$ cat src/rtl/dram_row_pkg.sv
package dram_row_pkg;
  localparam int BND_W       = 8;                 // boundary byte width
  localparam int ROW_SLOTS   = 16;                // offsets set aside for rows
  localparam logic [BND_W-1:0] CAP_PTR_VAL = '0;  // empty capability list
  typedef logic [BND_W-1:0] bnd_t;
endpackage

$ cat src/rtl/dram_row_regs.sv
module dram_row_regs
  import dram_row_pkg::*;
#(
  parameter int NUM_ROWS = 4,
  parameter int CFG_AW   = 8,
  parameter int BND_BASE = 'h40,
  parameter int CAP_OFS  = 'h34
) (
  input  logic                      clk,
  input  logic                      rst,
  input  logic                      wr_en,
  input  logic [CFG_AW-1:0]         addr,
  input  bnd_t                      wdata,
  output logic [NUM_ROWS*BND_W-1:0] bnd_flat,
  output bnd_t                      rd_val
);
  bnd_t bnd_q [NUM_ROWS];

  // Boundary bytes; bit 0 is dropped so every row stays on a 64 MB step.
  always_ff @(posedge clk) begin
    if (rst) begin
      for (int i = 0; i < NUM_ROWS; i++) bnd_q[i] <= '0;
    end else if (wr_en) begin
      for (int i = 0; i < NUM_ROWS; i++) begin
        if (addr == CFG_AW'(BND_BASE + i)) bnd_q[i] <= {wdata[BND_W-1:1], 1'b0};
      end
    end
  end

  genvar g;
  generate
    for (g = 0; g < NUM_ROWS; g++) begin : g_flat
      assign bnd_flat[g*BND_W +: BND_W] = bnd_q[g];
    end
  endgenerate

  // Read mux: reserved slots and unknown offsets fall through to zero.
  always_comb begin
    rd_val = '0;
    if (addr == CFG_AW'(CAP_OFS)) rd_val = CAP_PTR_VAL;
    for (int i = 0; i < NUM_ROWS; i++) begin
      if (addr == CFG_AW'(BND_BASE + i)) rd_val = bnd_q[i];
    end
  end
endmodule

$ cat src/rtl/dram_row_lookup.sv
module dram_row_lookup
  import dram_row_pkg::*;
#(
  parameter int NUM_ROWS = 4
) (
  input  bnd_t                      field,
  input  logic [NUM_ROWS*BND_W-1:0] bnd_flat,
  output logic [NUM_ROWS-1:0]       sel,
  output logic                      oor
);
  logic [NUM_ROWS-1:0] above;

  genvar g;
  generate
    for (g = 0; g < NUM_ROWS; g++) begin : g_cmp
      assign above[g] = bnd_flat[g*BND_W +: BND_W] > field;
    end
  endgenerate

  // Lowest row whose limit exceeds the field wins; empty rows lose to the
  // row below, which shares their limit.
  always_comb begin
    logic found;
    found = 1'b0;
    sel   = '0;
    oor   = ~above[NUM_ROWS-1];
    for (int i = 0; i < NUM_ROWS; i++) begin
      if (above[i] && !found) begin
        sel[i] = 1'b1;
        found  = 1'b1;
      end
    end
    if (oor) sel = '0;
  end
endmodule

$ cat src/rtl/dram_row_map.sv
module dram_row_map
  import dram_row_pkg::*;
#(
  parameter int NUM_ROWS = 4,
  parameter int CFG_AW   = 8,
  parameter int BND_BASE = 'h40,
  parameter int CAP_OFS  = 'h34,
  parameter int UNIT_LSB = 25
) (
  input  logic                          clk,
  input  logic                          rst,
  input  logic [CFG_AW-1:0]             cfg_addr,
  input  logic                          cfg_wr_en,
  input  logic [BND_W-1:0]              cfg_wdata,
  output logic [BND_W-1:0]              cfg_rdata,
  input  logic [UNIT_LSB+BND_W-1:UNIT_LSB] req_addr,
  output logic [NUM_ROWS-1:0]           row_sel,
  output logic                          out_of_range
);
  logic [NUM_ROWS*BND_W-1:0] bnd_flat;
  bnd_t                      rd_val;
  logic [NUM_ROWS-1:0]       sel_c;
  logic                      oor_c;

  dram_row_regs #(
    .NUM_ROWS(NUM_ROWS), .CFG_AW(CFG_AW), .BND_BASE(BND_BASE), .CAP_OFS(CAP_OFS)
  ) u_regs (
    .clk(clk), .rst(rst), .wr_en(cfg_wr_en), .addr(cfg_addr), .wdata(cfg_wdata),
    .bnd_flat(bnd_flat), .rd_val(rd_val)
  );

  dram_row_lookup #(.NUM_ROWS(NUM_ROWS)) u_lookup (
    .field(req_addr), .bnd_flat(bnd_flat), .sel(sel_c), .oor(oor_c)
  );

  always_ff @(posedge clk) begin
    if (rst) begin
      cfg_rdata    <= '0;
      row_sel      <= '0;
      out_of_range <= 1'b0;
    end else begin
      cfg_rdata    <= rd_val;
      row_sel      <= sel_c;
      out_of_range <= oor_c;
    end
  end
endmodule

$ cat config.mk
export PLATFORM = sky130hd
export DESIGN_NAME = dram_row_map
export DESIGN_NICKNAME = d
export VERILOG_FILES = /design/src/rtl/dram_row_pkg.sv /design/src/rtl/dram_row_regs.sv /design/src/rtl/dram_row_lookup.sv /design/src/rtl/dram_row_map.sv
export SDC_FILE = /design/constraint.sdc
export NUM_CORES = 1
export LEC_CHECK = 0
export BUFFER_PORTS_ARGS = -buffer_cell sky130_fd_sc_hd__buf_2
export CAP_MARGIN = 20
export CORE_MARGIN = 2
export CORE_UTILIZATION = 40
export DETAILED_ROUTE_END_ITERATION = 12
export PLACE_DENSITY = 0.56
export SETUP_SLACK_MARGIN = 0.2
export SYNTH_ARGS = -nofsm -noshare
export SYNTH_HDL_FRONTEND = slang
export SYNTH_HIERARCHICAL = 1
export SYNTH_SLANG_ARGS = --single-unit
$ cat constraint.sdc
create_clock -name clk -period 2.56 [get_ports clk]
set_input_delay 0.256 -clock clk [delete_from_list [all_inputs] [get_ports clk]]
set_output_delay 0.256 -clock clk [all_outputs]
set_load 0.05 [all_outputs]
-- Yosys cells after proc, flatten, opt, wreduce, memory -nomap -nowiden
Memories as Yosys holds them, arrays and structs flattened.
Cells that the tools add are included.
- bits in registers: 13
- output and inout bits: 13
- word-level logic and storage cells: 56
- bits in writable memories: 28
- bits in latches: 0
- memories kept: 1
- memory bits (read-only): 0
- multiplexer cells: 32
- shift-type cells: 0
- div/mod/pow operators: 0
- bitwise operators: 5
- eq/ne operators: 4
- $lt $le $gt $ge: 4
- add/sub/neg operators: 0
- $mul: 0
- reductions and logical operators: 7
- memories (memory ; depth ; width ; rd ports ; clocked after memory_dff ; write ports ; line ; text):
    u_regs.bnd_q ; 4 ; 7 ; 4 ; 0 ; 4 ; dram_row_regs.sv:17 ; bnd_t bnd_q [NUM_ROWS];
- operators with widths (kind ; count):
    $eq A8 B7 Y1 const B ; 4
    $gt A8 B8 Y1 ; 4
    $mux W8 ; 4
    $mux W7 ; 4
    $mux W1 ; 24
    $or A1 B1 Y1 ; 4
    $logic_and A1 B1 Y1 ; 3
    $logic_not A1 Y1 ; 3
    $reduce_or A2 Y1 ; 1
    $not A1 Y1 ; 1

-- Longest topological paths before layout
An unclocked memory read counts as a cell.
- depth in word-level cells: 12
- mapped depth: 9
- gate-level depth less buffers: 8

-- Cells and area by module
The synthesis kept the hierarchy.
- modules (own cells, without submodules) (module ; sequential area each (µm²) ; instances ; area an instance (µm²) ; cells an instance):
    dram_row_regs ; 840.8 ; 1 ; 1627.8 ; 109
    dram_row_lookup ; 0.0 ; 1 ; 759.5 ; 91
    dram_row_map ; 260.2 ; 1 ; 395.4 ; 27

-- Worst setup path before layout
Ideal clock, no wire load.
- path type: input-to-reg
- from: input cfg_addr[5]
- to: memory u_regs/bnd_q[0][0] (netlist bit) (enable)
- arrival time: 1.727 ns
- stages on the path: 4
- setup time: 0.383 ns
- slack: 0.449 ns
- path buffers: 2
- cell sequence: or4_1 buf_2 buf_6 o31ai_1
- RTL lines (element ; line ; text):
    start: declaration ; dram_row_map.sv:12 ; input logic [CFG_AW-1:0] cfg_addr,
    end: declaration ; dram_row_regs.sv:17 ;

==> results.toml <==
[status]
status = "complete, no violations"

[floorplan]
die_w_um = 87.4
initial_core_util_pct = 41.2
ios = 40
coreArea_sq_mm = 0.00676
die-area_sq_mm = 0.00764
die_y_um = 87.4
rows = 30

[worst_hold_path]
min_path_type = "in2reg"
hold_start = "rst"
worstHoldEndpoint = "cfg_rdata[7]$_SDFF_PP0_"
worst_hold_path.num_cells = 2

[drt]
drt-met1-wl_mm = 2.70
post_drt_wl_per_cell_um = 15.7
num_vias = 1845
route.detailed.drc = 0
first_pass_iters = 4
met3_length_um = 220
first_iter_violations = 45
routed_wl_mm = 5.47
via_per_inst = 5.30
ant_nets = 0
top_layer = "met4"
route.met2.wl_mm = 2.43

[power_and_ir_drop]
power_w = 0.00154
ir_worst_vdd_mv = 0.321
power.leakage_nw = 1.20
power_density_mw_per_mm2 = 492

[global_routing]
first_global_vias = 1806
overflow = 0
antenna_found_initial = 0
grt_pass1_wl_mm = 9.01
grt_max_degree = 17
track_usage_pct = 15.6

[clock_tree]
cts_buffer_depth = 2
h-tree-depth = 2
cts-root-buf = "clkbuf_8"
cts_hold_buffers = 0
post_cts_resized = 0
path_clk_slew_ps = 80
cts_buffers = 5
clock-sinks = 41
postCtsSetupBuffers = 0
cts_tree = "yes"
insertion_delay_ps = 290

[sta]
fin_tns_setup_ps = 0
rsz0062_at_grt = "no"
finalMaxSlewViolations = 0
worstMarginPinSlew_ps = 823
hold_ws_ps = 371
finalHoldViolCount = 0
setup_violations = 0
fin_crit_ps = 1830
finalCritPeriodShare_pct = 71.4
fin_skew_ps = 6.99
max_freq_ghz = 0.547
slew_headroom_pct = 44.6
setup_ws_ps = 733

[worst_setup_path]
required_ps = 2790
r2r_start = "u_regs/bnd_q[2][6]$_SDFFCE_PN0P_"
cp.arrival_ps = 2060
cp_cell_sequence = "ha_1 -> nand2_1 -> o21ai_0 -> o22a_1 -> nor4b_2 -> nor2b_2"
slowest_stage = "edfxtp_1"
cp-start-kind = "flip-flop"
slowest_delay_ps = 410
r2r_end = "row_sel[2]$_SDFF_PP0_"
ff2ff_path_depth = 6
critPathBufInv = 0
critPathTopFamily = "compound AO/OA/AOI/OAI gates"
path_class = "reg2reg"
ff2ff_setup_slack_ps = 730
cp_max_fo = 3
cp-end-kind = "flip-flop"

[logic_synthesis]
yosys_warnings = 6
ys_seq_area_share_pct = 39.6
muxShareOfSynthArea_pct = 5.67
synthArstFlopShare_pct = 0
synth_top_cell_area_share_pct = 30.2
ys_ff_latch = 41
synth.most_common_cell = "ha_1"
synthTopCellsByCount = "ha_1, edfxtp_1, nor4_2, inv_1, a21oi_1"
synth_xor_area_share_pct = 0
syn_avg_cell_area_sq_um = 12.3
synth_cell_types = 35
synth_top_family_by_area = "simple AND/OR/NAND/NOR gates"
synth_compound_gate_area_share_pct = 7.78
synthCells = 227
netlist_area_sq_mm = 0.00278
yosys.area.top_type = "edfxtp_1"
synth_adder_area_share_pct = 14.4
yosys-top-cells-area = "edfxtp_1, ha_1, nor4_2"
synth-edff-count = 28
synth-main-ff-cell = "edfxtp_1"
yosys.area_share.simple_pct = 25.1

[final_layout]
layout-drive-gt1-share_pct = 39.6
fin_nets = 326
multi_input_comb_area_sq_mm = 0.00149
seqCellArea_sq_mm = 0.00110
area_growth_pct = 12.6
nFillCells = 620
antenna_cells = 0

[placed_design]
hpwlAfterDp_mm = 4.46
place_congestion = 0.799
portBuffers = 38
preCtsSetupSlack_ps = 697

[job]
cap_viol_max_count = 0
## worst max-delay path by stage
stage / from / end / slack [ps] / cells past startpoint
6_report: u_regs/bnd_q[2][6]$_SDFFCE_PN0P_ / row_sel[2]$_SDFF_PP0_ / 730 / 6
4_1_cts: u_regs/bnd_q[0][6]$_SDFFCE_PN0P_ / row_sel[2]$_SDFF_PP0_ / 740 / 6
3_5_place_dp: cfg_addr[5] / u_regs/bnd_q[3][5]$_SDFFCE_PN0P_ / 700 / 4
3_3_place_gp: cfg_addr[5] / u_regs/bnd_q[0][6]$_SDFFCE_PN0P_ / 690 / 4
5_1_grt: u_regs/bnd_q[0][6]$_SDFFCE_PN0P_ / row_sel[2]$_SDFF_PP0_ / 630 / 6
2_1_floorplan: cfg_addr[5] / u_regs/bnd_q[0][0]$_SDFFCE_PN0P_ / 450 / 4
## registers in the layout, indices dropped and copies added (netlist names)
signal / count
cfg_rdata: 8
out_of_range: 1
u_regs/bnd_q: 28
row_sel: 4
## worst register-to-register path: cells and delay by family (launching register included)
family	cells	cell delay [ps]
and+or+nand+nor	3	420
adders and majority gates	1	340
AOI/OAI and AO/OA	2	600
DFF	1	410
## cells in the final DEF (no fill, tap or decap), types with 4 or more instances in the layout
cell | netlist | routed
a21oi_1 | 15 | 15
mux4_2 | 7 | 7
ha_1 | 32 | 32
nor4_2 | 27 | 27
nand2_1 | 5 | 5
clkbuf_8 | 0 | 5
buf_4 | 5 | 9
inv_1 | 19 | 19
nand4_1 | 8 | 8
nor2b_2 | 8 | 8
edfxtp_1 | 28 | 28
buf_2 | 7 | 38
nor2b_1 | 6 | 6
conb_1 | 1 | 5
dfxtp_1 | 13 | 13
o31ai_1 | 4 | 4
and3_1 | 7 | 7
## metrics by stage
stage | std cells | cell area (sq um) | utilization [%]
global route | 348 | 3130 | 46.4
detailed placement | 340 | 3020 | 44.7
finish | 348 | 3130 | 46.4
CTS | 348 | 3130 | 46.4
floorplan | 231 | 2800 | -
global placement | 340 | 3020 | 44.7
## metal layers
metal  global-route usage (%)  vias to the layer above
met4                     6.43                        0
met5                        0                        -
met3                     2.94                        9
li1                         -                      937
met2                     24.4                       52
met1                     21.1                      847
## power breakdown
part	internal, W	total (W)	switching [W]	leakage [nW]
clock	0.000287	0.000505	0.000218	0.0518
combinational	0.000114	0.000285	0.000171	0.779
sequential	0.000735	0.000752	0.0000175	0.371
total	0.00114	0.00154	0.000407	1.20
## cells by family (layout without fill, tap and decap cells)
group,after synthesis,in the layout
adder cells (fa/ha/maj),32,32
AO/OA/AOI/OAI,32,32
other,1,5
AND/OR/NAND/NOR,77,77
flip-flops,41,41
buffers and inverters,37,74
multiplexers,7,7
## layout make-up
type | instances | share of cell area [%]
clock buffer | 5 | 2.20
multi-input combinational | 153 | 47.6
timing repair buffer | 47 | 8.23
tap | 80 | 3.19
clock inverter | 3 | 1.32
sequential | 41 | 35.1
inverter | 19 | 2.28
Power figures use the tool's default switching activity.
